## src/rtl/fsw_pkg.sv

```systemverilog
package fsw_pkg;
  localparam int unsigned FSW_EXC_N = 6;
  localparam int unsigned FSW_TOP_W = 3;

  typedef enum logic [2:0] {
    FSW_IDLE,
    FSW_INIT,
    FSW_LOAD,
    FSW_CLEAR,
    FSW_UPDATE
  } fsw_cmd_e;

  // strict priority: init > load > clear > update
  function automatic fsw_cmd_e fsw_pick(input logic i, input logic l,
                                        input logic c, input logic u);
    if (i)      return FSW_INIT;
    else if (l) return FSW_LOAD;
    else if (c) return FSW_CLEAR;
    else if (u) return FSW_UPDATE;
    else        return FSW_IDLE;
  endfunction
endpackage

```

## src/rtl/fsw_flag_bank.sv

```systemverilog
module fsw_flag_bank
  import fsw_pkg::*;
#(
  parameter int unsigned NUM_EXC = FSW_EXC_N
) (
  input  logic               clk,
  input  logic               rst_n,
  input  fsw_cmd_e           cmd,
  input  logic [NUM_EXC-1:0] upd_exc,
  input  logic               upd_sf,
  input  logic [NUM_EXC-1:0] ld_flags,
  input  logic               ld_sf,
  output logic [NUM_EXC-1:0] flags,
  output logic               sf
);
  logic [NUM_EXC-1:0] set_vec;

  // a stack fault also raises the invalid-operation flag (bit 0)
  always_comb begin
    set_vec    = upd_exc;
    set_vec[0] = upd_exc[0] | upd_sf;
  end

  for (genvar g = 0; g < NUM_EXC; g++) begin : g_cell
    always_ff @(posedge clk or negedge rst_n) begin
      if (!rst_n) flags[g] <= 1'b0;
      else begin
        case (cmd)
          FSW_INIT, FSW_CLEAR: flags[g] <= 1'b0;
          FSW_LOAD:            flags[g] <= ld_flags[g];
          FSW_UPDATE:          if (set_vec[g]) flags[g] <= 1'b1;
          default:             ;
        endcase
      end
    end
  end

  always_ff @(posedge clk or negedge rst_n) begin
    if (!rst_n) sf <= 1'b0;
    else begin
      case (cmd)
        FSW_INIT, FSW_CLEAR: sf <= 1'b0;
        FSW_LOAD:            sf <= ld_sf;
        FSW_UPDATE:          if (upd_sf) sf <= 1'b1;
        default:             ;
      endcase
    end
  end
endmodule

```

## src/rtl/fsw_field_regs.sv

```systemverilog
module fsw_field_regs
  import fsw_pkg::*;
#(
  parameter int unsigned TOP_W = FSW_TOP_W
) (
  input  logic             clk,
  input  logic             rst_n,
  input  fsw_cmd_e         cmd,
  input  logic             upd_cc_we,
  input  logic [3:0]       upd_cc,
  input  logic             upd_top_we,
  input  logic [TOP_W-1:0] upd_top,
  input  logic [3:0]       ld_cc,
  input  logic [TOP_W-1:0] ld_top,
  output logic [3:0]       cc,
  output logic [TOP_W-1:0] top
);
  always_ff @(posedge clk or negedge rst_n) begin
    if (!rst_n) begin
      cc  <= '0;
      top <= '0;
    end else begin
      case (cmd)
        FSW_INIT: begin
          cc  <= '0;
          top <= '0;
        end
        FSW_LOAD: begin
          cc  <= ld_cc;
          top <= ld_top;
        end
        FSW_UPDATE: begin
          if (upd_cc_we)  cc  <= upd_cc;
          if (upd_top_we) top <= upd_top;
        end
        default: ;
      endcase
    end
  end
endmodule

```

## src/rtl/fsw_mask_reg.sv

```systemverilog
module fsw_mask_reg
  import fsw_pkg::*;
#(
  parameter int unsigned NUM_EXC = FSW_EXC_N
) (
  input  logic               clk,
  input  logic               rst_n,
  input  logic               init,
  input  logic               mask_we,
  input  logic [NUM_EXC-1:0] mask_in,
  output logic [NUM_EXC-1:0] mask_q
);
  always_ff @(posedge clk or negedge rst_n) begin
    if (!rst_n)       mask_q <= '1;
    else if (init)    mask_q <= '1;
    else if (mask_we) mask_q <= mask_in;
  end
endmodule

```

## src/rtl/fsw_summary.sv

```systemverilog
module fsw_summary #(
  parameter int unsigned NUM_EXC = 6
) (
  input  logic [NUM_EXC-1:0] flags,
  input  logic [NUM_EXC-1:0] mask_q,
  output logic               es
);
  function automatic logic unmasked_any(input logic [NUM_EXC-1:0] f,
                                        input logic [NUM_EXC-1:0] m);
    return |(f & ~m);
  endfunction

  assign es = unmasked_any(flags, mask_q);
endmodule

```

## src/rtl/fp_status_reg.sv

```systemverilog
module fp_status_reg
  import fsw_pkg::*;
#(
  parameter int unsigned NUM_EXC = FSW_EXC_N,
  parameter int unsigned TOP_W   = FSW_TOP_W,
  localparam int unsigned SF_BIT  = NUM_EXC,
  localparam int unsigned ES_BIT  = NUM_EXC + 1,
  localparam int unsigned CC0_BIT = NUM_EXC + 2,
  localparam int unsigned TOP_LSB = CC0_BIT + 3,
  localparam int unsigned C3_BIT  = TOP_LSB + TOP_W,
  localparam int unsigned B_BIT   = C3_BIT + 1,
  localparam int unsigned WORD_W  = B_BIT + 1
) (
  input  logic               clk,
  input  logic               rst_n,
  input  logic               init,
  input  logic               ld_valid,
  input  logic [WORD_W-1:0]  ld_word,
  input  logic               clr_exc,
  input  logic               upd_valid,
  input  logic [NUM_EXC-1:0] upd_exc,
  input  logic               upd_stack_fault,
  input  logic               upd_cc_we,
  input  logic [3:0]         upd_cc,
  input  logic               upd_top_we,
  input  logic [TOP_W-1:0]   upd_top,
  input  logic               mask_we,
  input  logic [NUM_EXC-1:0] mask_in,
  output logic [WORD_W-1:0]  status_word,
  output logic               err_n
);
  fsw_cmd_e           cmd;
  logic [NUM_EXC-1:0] flags;
  logic [NUM_EXC-1:0] mask_q;
  logic               sf;
  logic               es;
  logic [3:0]         cc;
  logic [TOP_W-1:0]   top;
  logic [3:0]         ld_cc;

  assign cmd   = fsw_pick(init, ld_valid, clr_exc, upd_valid);
  assign ld_cc = {ld_word[C3_BIT], ld_word[CC0_BIT+2 -: 3]};

  fsw_flag_bank #(.NUM_EXC(NUM_EXC)) i_flags (
    .clk      (clk),
    .rst_n    (rst_n),
    .cmd      (cmd),
    .upd_exc  (upd_exc),
    .upd_sf   (upd_stack_fault),
    .ld_flags (ld_word[NUM_EXC-1:0]),
    .ld_sf    (ld_word[SF_BIT]),
    .flags    (flags),
    .sf       (sf)
  );

  fsw_field_regs #(.TOP_W(TOP_W)) i_fields (
    .clk        (clk),
    .rst_n      (rst_n),
    .cmd        (cmd),
    .upd_cc_we  (upd_cc_we),
    .upd_cc     (upd_cc),
    .upd_top_we (upd_top_we),
    .upd_top    (upd_top),
    .ld_cc      (ld_cc),
    .ld_top     (ld_word[TOP_LSB +: TOP_W]),
    .cc         (cc),
    .top        (top)
  );

  fsw_mask_reg #(.NUM_EXC(NUM_EXC)) i_mask (
    .clk     (clk),
    .rst_n   (rst_n),
    .init    (init),
    .mask_we (mask_we),
    .mask_in (mask_in),
    .mask_q  (mask_q)
  );

  fsw_summary #(.NUM_EXC(NUM_EXC)) i_sum (
    .flags  (flags),
    .mask_q (mask_q),
    .es     (es)
  );

  // cc = {C3,C2,C1,C0}; B mirrors ES
  assign status_word = {es, cc[3], top, cc[2:0], es, sf, flags};
  assign err_n       = ~es;
endmodule

```

## config.mk

```make
export PLATFORM = sky130hd
export DESIGN_NAME = fp_status_reg
export DESIGN_NICKNAME = d
export VERILOG_FILES = /design/src/rtl/fsw_pkg.sv /design/src/rtl/fsw_flag_bank.sv /design/src/rtl/fsw_field_regs.sv /design/src/rtl/fsw_mask_reg.sv /design/src/rtl/fsw_summary.sv /design/src/rtl/fp_status_reg.sv
export SDC_FILE = /design/constraint.sdc
export NUM_CORES = 1
export LEC_CHECK = 0
export ABC_AREA = 1
export CAP_MARGIN = 15
export CORE_MARGIN = 2
export CORE_UTILIZATION = 34
export CTS_CLUSTER_DIAMETER = 40
export CTS_CLUSTER_SIZE = 20
export DETAILED_ROUTE_END_ITERATION = 10
export GPL_TIMING_DRIVEN = 0
export MAX_ROUTING_LAYER = met4
export PLACE_DENSITY = 0.7
export REMOVE_ABC_BUFFERS = 1
export SLEW_MARGIN = 25
export SYNTH_ARGS = -nofsm -noshare
export SYNTH_HDL_FRONTEND = slang
export SYNTH_SLANG_ARGS = --single-unit
```

## constraint.sdc

```tcl
create_clock -name clk -period 1.3 [get_ports clk]
set_input_delay 0.195 -clock clk [delete_from_list [all_inputs] [get_ports clk]]
set_output_delay 0.195 -clock clk [all_outputs]
set_load 0.02 [all_outputs]
```

; ---- Yosys cells after proc, flatten, opt, wreduce, memory -nomap -nowiden
; Index checks and enable logic that the tools add are counted.
[word_totals]
reg_bits = 20
latch_bits = 0
ram_bits = 0
mem_bits_ro = 0
out_inout_bits = 17
mem_count = 0
[classes]
addsub = 0
mul = 0
n_div = 0
n_lt_le_gt_ge = 0
n_eq_ne = 13
n_shift = 0
mux = 24
bitwise = 4
reduce_logical = 14
[ops]
columns = op, count
row1 = one-hot mux 1 bit (3 select lines), 7
row2 = "inequality test 2 bit, second input constant", 9
row3 = AND reduction 2 bit, 9
row4 = 2-to-1 mux 3 bit, 5
row5 = 2-to-1 mux 6 bit, 2
row6 = one-hot mux 4 bit (3 select lines), 1
row7 = one-hot mux 3 bit (3 select lines), 1
row8 = 2-to-1 mux 1 bit, 7
row9 = bitwise AND 6 bit, 1
row10 = "== test 3 x 2 -> 1 bit, second input constant", 2
row11 = NOT 6 bit, 1
row12 = nonzero test 3 bit, 2
row13 = OR reduction 6 bit, 1
row14 = 2-to-1 mux 4 bit, 1
row15 = "== test 3 x 1 -> 1 bit, second input constant", 1
row16 = "== test 3 bit, second input constant", 1
row17 = nonzero test 2 bit, 1
row18 = OR reduction 2 bit, 1
row19 = NOT 1 bit, 1
row20 = OR 1 bit, 1

; ---- Longest topological paths before layout
; Gate-level depths: netlist (run 1).
[depth]
word_depth = 8
depth_mapped = 8
mapped_depth_nobuf = 7

; ---- Modules after synthesis
; A second synthesis (run 1) with hierarchy kept.
[unflattened]
hier_cells = 176
area_unflattened_um2 = 1297.5
[by_module_without_submodules]
columns = mod, n_inst, cells_per_inst, area_each_um2
row1 = fsw_field_regs, 1, 65, 513.0
row2 = fsw_flag_bank, 1, 54, 400.4
row3 = fsw_mask_reg, 1, 27, 254.0
row4 = fp_status_reg, 1, 13, 65.1
row5 = fsw_summary, 1, 17, 65.1

; ---- Least setup slack after synthesis (run 1)
; Ideal clock, no wire load.
[synth_timing]
path_type = reg2out
from = register i_mask.mask_q[0]
to = output port status_word[15]
arrival_ps = 1299
t_required_ps = 1105
slack_ps = -194
stages_incl_launch_ff = 9
path_buffers = 1
path_cell_list = dfstp_2 inv_1 nand2_1 o21ai_0 inv_1 nand2_1 nor2_1 inv_1 buf_4
[synth_between]
elab_chain_cells = 3
[synth_rtl]
columns = element, line
row1 = "start, declared", fsw_mask_reg.sv:11  ; output logic [NUM_EXC-1:0] mask_q
row2 = "start signal, assigned", fsw_mask_reg.sv:16  ; else if (mask_we) mask_q <= mask_in;
row3 = NOT 6 bit, fsw_summary.sv:10  ; return |(f & ~m);
row4 = bitwise AND 6 bit, fsw_summary.sv:10
row5 = OR reduction 6 bit, fsw_summary.sv:10
row6 = "end, declared", fp_status_reg.sv:29  ; output logic [WORD_W-1:0] status_word,
; Every way passes these cells.

; ---- Worst setup path after layout (run 1)
; Ends and elaborated chain as after synthesis.

==> impl_metrics.yaml, run 1 <==
floorplanning:
  die_area_um2: 3850
  core_area_um2: 3280
  die_height_um: 62.0
  io_pins: 62
  rows: 21
  start_util_pct: 34.9
  die_x_um: 62.0
routing:
  drt-total-wl_um: 2930
  route.vias.total: 1158
  drt-initial-drc-count: 36
  drtPass1Iterations: 4
  wl_per_cell_um: 11.8
  drtAntennaViolNets: 0
  via_per_inst: 4.67
  drc_errors: 0
run:
  maxCapViolations: 0
synth:
  ys_ff_latch: 20
  yosysWarnings: 0
  syn_inst: 142
  synth.area.top_cells: "dfrtp_1 31%, dfstp_2 14%, nand2_1 12%"
  seq_area_frac_synth_pct: 44.4
  netlist_area_um2: 1140
  yosysTopAreaCell: "dfrtp_1"
  synth.avg_cell_area_um2: 8.06
  synth_top_area_share_pct: 30.6
  post_synth_num_cell_types: 22
setup_path:
  crit_path_frequent_cell: "inv_2"
  critPathKind: "flip-flop to primary output"
  critPathRequiredTime_ps: 1110
  reg2reg_to: "i_mask.mask_q[3]$_DFFE_PN1P_"
  cp.buffers_inverters: 4
  r2r_cells: 2
  arrival_ps: 1420
  path_cells: "inv_2 > nand2_1 > o21ai_1 > inv_1 > nand2_2 > nor2_4 > inv_2 > buf_6"
  rrSetupSlack_ps: 460
  worstPathMaxFanout: 2
  endpoint_kind: "primary output"
  cp_top_family: "flip-flops"
  critical_path.startpoint_type: "flip-flop"
  r2r-start: "i_mask.mask_q[3]$_DFFE_PN1P_"
  worst_path_max_delay_cell: "dfstp_2"
  max_stage_delay_ps: 550
sta:
  fin_crit_sh_pct: 124
  timing.fmax_ghz: 0.619
  min_period_ps: 1620
  finalHoldWorstSlack_ps: 369
  setup_violations: 3
  worst_pin_slew_ps: 873
  rsz0062_at_grt: "yes"
  worst_slack_ps: -316
  slew_viol_final: 0
  maxSlewHeadroom_pct: 41.6
  finalClockSkew_ps: 0
  finalHoldViolations: 0
pwr:
  ir_drop_mv: 0.323
  p_total_uw: 1530
  seq_power_share_pct: 45.7
  p_leak_uw: 0.000898
  switching_power_uw: 459
  p_sw_share_pct: 29.9
  clkPwrFrac_pct: 24.2
  internal_power_uw: 1080
  power_density_nw_per_um2: 851
  comb_power_share_pct: 30.0
place:
  portBuffers: 59
  gp_congestion: 0.847
  hpwl_um: 2330
finish:
  area_delta_synth_final_pct: 57.5
  antennaDiodeCount: 0
  fin_nets: 248
  drive_gt1_share_pct: 17.8
hold_path:
  hold_class: "input pin to async pin"
clock_tree:
  clk_pin_slew_ps: 110
  cts_hold_buf: 0
  cts_tree: "yes"
  ctsHtreeMaxLevel: 1
  clock_path_buffers: 2
  cts.root.buffer_cell: "clkbuf_4"
  clk-insertion-delay-late_ps: 310
  numCtsBuffers: 3
  cts.sinks: 20
global_routing:
  grt_max_degree: 21
  antenna_found_initial: 0
  grt_pass1_vias: 1099
  grt_pass1_wl_um: 4720
  track_usage_pct: 17.3
  grt_overflow_total: 0
outcome:
  status: "complete, but fails checks"
  violations: "negative setup slack"
[how the worst max path moves through the flow]
stage / startpoint / endpoint / slack [ps] / cells past startpoint
finish: i_mask.mask_q[0]$_DFFE_PN1P_ / status_word[15] / -320 / 8
global route: i_mask.mask_q[0]$_DFFE_PN1P_ / status_word[15] / -370 / 8
CTS: i_mask.mask_q[0]$_DFFE_PN1P_ / status_word[15] / -290 / 8
detailed placement: init / i_fields.top[0]$_DFFE_PN0P_ / -470 / 7
global placement: init / i_fields.top[2]$_DFFE_PN0P_ / -450 / 7
floorplan: i_mask.mask_q[0]$_DFFE_PN1P_ / status_word[15] / -210 / 7
[area by class of cell]
class	instances	area, µm²
fillers	313	1480
clock buffers	4	36.3
repair buffers	63	607
multi-input cells	98	527
well taps	46	57.6
inverters	17	67.6
flip-flops and latches	20	508
[metal layers]
layer  routed length, µm  global-route usage, %  vias up
met5                   0                      -        -
met4                  53                   7.29        0
met3                  97                   1.45        5
met2                1550                   30.2       31
met1                1240                   20.2      537
li1                    -                      -      585
[logic make-up after synthesis]
logic type / Yosys count / synth area share [%]
buf+inv: 24 / 10.7
simple gates: 68 / 29.7
flops: 20 / 44.4
compound gates: 30 / 15.2
[timing repair]
item / 4_1_cts / 5_1_grt
buffers inserted: 0 / 4
pin swaps: 0 / 1
setup endpoints to repair: 33 / 15
resized for setup: 36 / 7
[sequential cells by signal, indices dropped and copies added, names as in the netlist]
name           cells
i_fields.top       3
i_mask.mask_q      6
i_flags.flags      6
i_fields.cc        4
i_flags.sf         1
[power by group through the flow]
| stage | Clock [µW] | Sequential, µW | Combinational (µW) |
|---|---|---|---|
| 6_report | 372 | 701 | 461 |
| 2_1_floorplan | 0 | 751 | 143 |
| 3_5_place_dp | 0 | 715 | 463 |
| 3_3_place_gp | 0 | 713 | 457 |
| 4_1_cts | 378 | 702 | 441 |
| 5_1_grt | 392 | 709 | 500 |
[cells in the mapped netlist (all sizes together)]
| master | count |
|---|---|
| nand2 | 40 |
| inv | 17 |
| o21ai | 15 |
| dfrtp | 14 |
| nand3 | 11 |
| a21oi | 10 |
| nor2 | 9 |
| nand4 | 7 |
| dfstp | 6 |
| a211oi | 5 |
| buf | 5 |
| clkbuf | 2 |
| or2 | 1 |
[cell usage in the layout (no fill, tap or decap)]
cell type / netlist / final
clkbuf_4: 0 / 3
nand2_4: 1 / 1
or2_2: 1 / 1
clkinvlp_4: 0 / 1
nand4_1: 7 / 7
nand2_1: 37 / 35
nor2_4: 1 / 2
dlygate4sd2_1: 0 / 16
inv_1: 14 / 11
clkbuf_8: 1 / 1
a21oi_1: 9 / 9
inv_2: 3 / 5
nor2_1: 7 / 6
dfstp_2: 6 / 6
buf_6: 1 / 3
a211oi_1: 5 / 5
o21ai_0: 15 / 14
o21ai_1: 0 / 1
a21oi_4: 1 / 1
nand3_1: 8 / 8
nor2_8: 1 / 1
buf_4: 4 / 4
clkdlybuf4s50_1: 0 / 39
nand3_2: 3 / 3
dlymetal6s2s_1: 0 / 1
dfrtp_1: 14 / 14
nand2_2: 2 / 4
[stage by stage]
step / instances / area, µm² / util, % / worst slack [ps] / TNS, ps
after floorplan: 135 / 1090 / - / -214 / -427
after global placement: 240 / 1730 / 52.8 / -454 / -8050
after detailed placement: 240 / 1730 / 52.8 / -474 / -8530
after CTS: 244 / 1750 / 53.3 / -286 / -854
after global routing: 248 / 1800 / 54.9 / -367 / -1040
final: 248 / 1800 / 54.9 / -316 / -893
Note: power is estimated with default switching activity, not from simulation.
==> run 2: changes to the inputs <==
==> constraint.sdc (replaced) <==
create_clock -name clk -period 1.3 [get_ports clk]
set_input_delay 0.325 -clock clk [delete_from_list [all_inputs] [get_ports clk]]
set_output_delay 0.325 -clock clk [all_outputs]
set_load 0.02 [all_outputs]
==> run 2 against run 1 <==
The flow still finishes with violations (negative setup slack). Hold slack better by 43 ps. Sequential power about the same. Critical path depth unchanged. First-iteration DRC count rose by 2.8%. Combinational power rose by 3%. Maximum frequency is 7.2% lower. Flip-flop and latch count stayed put. Clock skew did not move. Final area fell by 0.49%. Total power rose by 0.85%.
==> impl_metrics.yaml, run 2 (same netlist as run 1, synthesis figures left out) <==
sta:
  setup_tns_ps: -1350
  finalClockSkew_ps: 0
  timing.fmax_ghz: 0.574
  maxSlewHeadroom_pct: 41.7
  min_period_ps: 1740
  slew_viol_final: 0
  rsz0062_at_grt: "yes"
  worst_pin_slew_ps: 871
  worst_slack_ps: -442
  fin_crit_sh_pct: 134
  setup_violations: 4
  finalHoldViolations: 0
hold_path:
  hold_class: "input pin to flip-flop"
  hp-start: "upd_valid"
  worstHoldPathCells: 3
  holdPathEnd: "i_flags.flags[4]$_DFFE_PN0P_"
finish:
  drive_gt1_share_pct: 26.5
  reg_top3: "i_flags.flags (6), i_mask.mask_q (6), i_fields.cc (4)"
  mostFrequentLayoutCells: "38 x clkdlybuf4s50_1, 34 x nand2_1, 14 x o21ai_0, 14 x dfrtp_1, 11 x inv_1"
  final_common_cell: "clkdlybuf4s50_1"
  utilization_pct: 54.6
  fin_nets: 250
  area_delta_synth_final_pct: 56.7
  antennaDiodeCount: 0
  n_fill_cell: 320
floorplanning:
  start_util_pct: 34.9
  die_area_um2: 3850
  die_height_um: 62.0
  die_x_um: 62.0
  core_area_um2: 3280
  io_pins: 62
  rows: 21
pwr:
  switching_power_uw: 462
  comb_power_share_pct: 30.8
  p_leak_uw: 0.000892
  seq_power_share_pct: 45.3
  p_total_uw: 1550
  clkPwrFrac_pct: 24.0
  power_density_nw_per_um2: 862
  internal_power_uw: 1080
  ir_drop_mv: 0.320
  p_sw_share_pct: 29.9
global_routing:
  grt_overflow_total: 0
  antenna_found_initial: 0
  grt_pass1_wl_um: 4860
  grt_max_degree: 21
  grt_pass1_vias: 1144
  track_usage_pct: 17.8
routing:
  drt-initial-drc-count: 37
  via_per_inst: 4.67
  drtPass1Iterations: 4
  wl_per_cell_um: 12.0
  drt-total-wl_um: 2990
  drtAntennaViolNets: 0
  drc_errors: 0
  route.vias.total: 1168
setup_path:
  r2r_cells: 4
  endpoint_kind: "primary output"
  max_stage_delay_ps: 550
  arrival_ps: 1420
  worstPathMaxFanout: 2
  r2r-start: "i_flags.flags[4]$_DFFE_PN0P_"
  path_cells: "inv_2 > nand2_1 > o21ai_1 > inv_1 > nand2_2 > nor2_4 > inv_2 > buf_6"
  critPathKind: "flip-flop to primary output"
  critPathRequiredTime_ps: 980
  rrSetupSlack_ps: 290
  critical_path.startpoint_type: "flip-flop"
  crit_path_frequent_cell: "inv_2"
  worst_path_max_delay_cell: "dfstp_2"
  reg2reg_to: "i_flags.flags[4]$_DFFE_PN0P_"
place:
  hpwl_um: 2330
  portBuffers: 59
  gp_congestion: 0.847
clock_tree:
  cts.root.buffer_cell: "clkbuf_4"
  numCtsBuffers: 3
  ctsHtreeMaxLevel: 1
  clk_pin_slew_ps: 120
  cts.sinks: 20
  clock_path_buffers: 2
  clk-insertion-delay-late_ps: 300
  cts_tree: "yes"
outcome:
  status: "complete, but fails checks"
  violations: "negative setup slack"
run:
  maxCapViolations: 0
==> run 2: cell types whose count changed in the layout (fill, tap and decap cells not counted), sizes merged <==
cell           delta
buf              +15
dlygate4sd2      -14
clkbuf            +1
clkdlybuf4s15     +1
clkdlybuf4s50     -1
clkinvlp          -1
inv               +1
==> run 2: worst max path at each step <==
stage	from	endpoint	slack, ps	cells after the start
after floorplan	i_mask.mask_q[0]$_DFFE_PN1P_	status_word[15]	-340	7
after global placement	init	i_fields.top[2]$_DFFE_PN0P_	-580	7
after detailed placement	init	i_fields.top[0]$_DFFE_PN0P_	-600	7
after CTS	i_mask.mask_q[0]$_DFFE_PN1P_	status_word[15]	-420	8
after global routing	i_mask.mask_q[0]$_DFFE_PN1P_	status_word[15]	-510	8
final	i_mask.mask_q[0]$_DFFE_PN1P_	status_word[15]	-440	8
==> run 2: power by group through the flow <==
stage          logic [µW]  clock network (µW)  registers [µW]
6_report              476                 371             701
4_1_cts               477                 378             702
3_5_place_dp          463                   0             715
2_1_floorplan         143                   0             751
5_1_grt               517                 402             707
3_3_place_gp          457                   0             713
==> run 2: cell type report <==
| cell class | count | area, µm² | area share, % |
|---|---|---|---|
| tap | 46 | 57.6 | 3.21 |
| clock buffer | 4 | 36.3 | 2.02 |
| inverter | 17 | 66.3 | 3.70 |
| multi-input combinational | 98 | 529 | 29.5 |
| timing repair buffer | 65 | 597 | 33.3 |
| sequential | 20 | 508 | 28.3 |
==> run 2: through the flow <==
stage / std cells / hold slack, ps / setup WS (ps) / cell area, µm²
after detailed placement: 240 / 472 / -604 / 1730
after global placement: 240 / 462 / -584 / 1730
after floorplan: 135 / 29.4 / -344 / 1090
after CTS: 249 / 491 / -416 / 1820
after global routing: 250 / 451 / -509 / 1790
final: 250 / 412 / -442 / 1790
==> run 2: per-layer routing <==
| layer | vias to the layer above | global-route usage (%) | part of all wire (%) |
|---|---|---|---|
| met1 | 543 | 20.9 | 42 |
| met3 | 7 | 1.66 | 3.4 |
| met5 | - | - | 0 |
| li1 | 589 | - | - |
| met2 | 29 | 30.8 | 52 |
| met4 | 0 | 7.90 | 2.3 |
==> run 2: what timing repair did <==
item	in CTS	in global routing
buffers inserted	5	2
endpoints found under the hold margin	0	0
pin swaps	1	1
hold buffers	0	0
gates resized for setup	78	19
setup endpoints to repair	35	25
==> run 2: critical path: cells and delay by family (launching register included) <==
family / cells / cell delay, ps
AO/OA/AOI/OAI: 1 / 60
buffers and inverters: 4 / 290
flip-flops: 1 / 550
AND/OR/NAND/NOR: 3 / 220
==> run 3: changes to the inputs <==
--- a/config.mk
+++ b/config.mk
@@ -5,16 +5,14 @@
 export SDC_FILE = /design/constraint.sdc
 export NUM_CORES = 1
 export LEC_CHECK = 0
-export ABC_AREA = 1
 export CAP_MARGIN = 15
 export CORE_MARGIN = 2
 export CORE_UTILIZATION = 34
 export CTS_CLUSTER_DIAMETER = 40
 export CTS_CLUSTER_SIZE = 20
 export DETAILED_ROUTE_END_ITERATION = 10
-export GPL_TIMING_DRIVEN = 0
 export MAX_ROUTING_LAYER = met4
-export PLACE_DENSITY = 0.7
+export PLACE_DENSITY = 0.72
 export REMOVE_ABC_BUFFERS = 1
 export SLEW_MARGIN = 25
 export SYNTH_ARGS = -nofsm -noshare
==> run 3 against run 2 <==
The run still ends with negative setup slack left. Maximum frequency shrank 2.9%. Sequential power shrank 1%. Via count shrank 9.5%. Critical path depth shrank 5. Synthesized cell count shrank 23%. Total power shrank 2.3%. Critical endpoint is now status_word[7]. Global-route usage grew 0.87 points. Wire length shrank 1.6%. Cell count shrank 15%. Clock power shrank 4%. Largest cell class unchanged. Sequential share of layout area shrank 0.24 points.
==> impl_metrics.yaml, run 3 <==
finish:
  n_fill_cell: 278
  fin_nets: 226
  multiInputGateArea_um2: 457
  mostFrequentLayoutCells: "40 x clkdlybuf4s50_1, 14 x nand2_1, 14 x dfrtp_1, 14 x buf_6, 13 x inv_1"
  area_delta_synth_final_pct: 73.0
  reg_top3: "i_flags.flags (6), i_mask.mask_q (6), i_fields.cc (4)"
  ff_latch_area_um2: 508
  final_common_cell: "clkdlybuf4s50_1"
  drive_gt1_share_pct: 30.0
  antennaDiodeCount: 0
routing:
  route.met3.wl_um: 128
  routed-wl-met2_um: 1500
  top_layer: "met4"
  wl_met1_um: 1250
  wl_per_cell_um: 13.8
  drc_errors: 0
  drtAntennaViolNets: 0
  drt-initial-drc-count: 6
  drtPass1Iterations: 4
  route.vias.total: 1057
  drt-total-wl_um: 2950
  via_per_inst: 4.96
floorplanning:
  die_area_um2: 3540
  io_pins: 62
  die_x_um: 59.5
  start_util_pct: 35.1
  rows: 20
  die_height_um: 59.5
  core_area_um2: 2980
clock_tree:
  clk_pin_slew_ps: 110
  clock_path_buffers: 2
  cts.sinks: 20
  cts_tree: "yes"
  clk-insertion-delay-late_ps: 300
  cts_hold_buf: 0
  numCtsBuffers: 3
  cts.root.buffer_cell: "clkbuf_4"
  ctsHtreeMaxLevel: 1
place:
  portBuffers: 59
  gp_congestion: 0.770
  hpwl_um: 2320
  pre_cts_ws_ps: -565
synth:
  ys_ff_latch: 20
  yosysTopAreaCell: "dfrtp_1"
  synth_top_area_share_pct: 33.5
  ys_top_cells_by_count: "14 x dfrtp_1, 14 x nand2_1, 13 x inv_1"
  seq_area_frac_synth_pct: 48.6
  synth.area.top_cells: "dfrtp_1 33%, dfstp_2 15%, a21oi_1 5.7%"
  yosysWarnings: 0
  synth-async-reset-ratio_pct: 100
  syn_inst: 109
  synth.avg_cell_area_um2: 9.60
  post_synth_num_cell_types: 22
  synth_edf_count: 0
  netlist_area_um2: 1050
  ys.flop_type: "dfrtp_1"
setup_path:
  cp_top_family: "flip-flops"
  cp.buffers_inverters: 1
  path_cells: "o22ai_2 > or3_4 > buf_6"
  worstPathMaxFanout: 2
  max_stage_delay_ps: 550
  critPathRequiredTime_ps: 980
  worst_path_max_delay_cell: "dfstp_2"
  arrival_ps: 1470
  critical_path.startpoint_type: "flip-flop"
  endpoint_kind: "primary output"
  critPathKind: "flip-flop to primary output"
  rrSetupSlack_ps: 250
outcome:
  status: "complete, but fails checks"
  violations: "negative setup slack"
sta:
  rsz0062_at_grt: "yes"
  worst_pin_slew_ps: 247
  worst_slack_ps: -494
  finalClockSkew_ps: 0
  maxSlewHeadroom_pct: 83.5
  setup_tns_ps: -1290
  setup_violations: 3
  finalHoldViolations: 0
  fin_crit_sh_pct: 138
  slew_viol_final: 0
  timing.fmax_ghz: 0.557
  finalHoldWorstSlack_ps: 367
  min_period_ps: 1790
global_routing:
  grt_max_degree: 21
  grt_overflow_total: 0
  antenna_found_initial: 0
  track_usage_pct: 18.7
  grt_pass1_wl_um: 4810
  grt_pass1_vias: 1114
pwr:
  ir_drop_mv: 0.598
  power_density_nw_per_um2: 836
  p_leak_uw: 0.000823
hold_path:
  hold_class: "input pin to async pin"
run:
  maxCapViolations: 0
## run 3: where the power goes
part           switching, µW  internal (µW)  leakage, µW
clock network            186            171    0.0000210
logic                    196            265     0.000555
registers               23.1            671     0.000247
total                    405           1110     0.000823
## run 3: routing by layer
layer / GRT usage (%) / vias to the layer above
met4: 8.12 / 0
met3: 4.37 / 6
met5: - / -
li1: - / 520
met2: 31.9 / 37
met1: 20.7 / 494
## run 3: through the flow
stage                     total power (µW)  util [%]  cell area, µm²  instances
final                                 1510      60.8            1810        213
after global routing                  1600      60.8            1810        213
after CTS                             1530      61.1            1820        211
after detailed placement              1150      58.2            1730        206
after global placement                1150      58.2            1730        206
after floorplan                        853         -             992        101
## run 3: kinds of logic after synthesis
logic type / Yosys count / share of synthesized area, %
AOI/OAI and AO/OA: 37 / 25.5
buffers and inverters: 21 / 9.81
DFF: 20 / 48.6
and+or+nand+nor: 31 / 16.1
## run 3: area by class of cell
cell class                      count  area share, %
Timing Repair Buffer               75           39.7
Sequential cell                    20           28.1
Multi-Input combinational cell     68           25.2
Inverter                           13           2.70
Tap cell                           33           2.28
Clock buffer                        4           2.01
## run 3: timing repair
item,CTS,global route
endpoints found under the hold margin,0,0
pin swaps,2,0
setup buffers,2,3
setup endpoints to repair,23,21
gates resized for setup,83,16
## run 3: path summary, 6_finish.rpt
kind	startpoint	end	cells after the start
hold reg to reg	i_fields.top[2]$_DFFE_PN0P_	i_fields.top[2]$_DFFE_PN0P_	2
setup / recovery	i_mask.mask_q[0]$_DFFE_PN1P_	status_word[7]	3
max in group asynchronous	rst_n	i_mask.mask_q[1]$_DFFE_PN1P_	2
min in group clk	clr_exc	i_flags.flags[3]$_DFFE_PN0P_	3
setup reg to reg	i_flags.flags[3]$_DFFE_PN0P_	i_flags.flags[3]$_DFFE_PN0P_	4
hold / removal	rst_n	i_fields.cc[1]$_DFFE_PN0P_	2
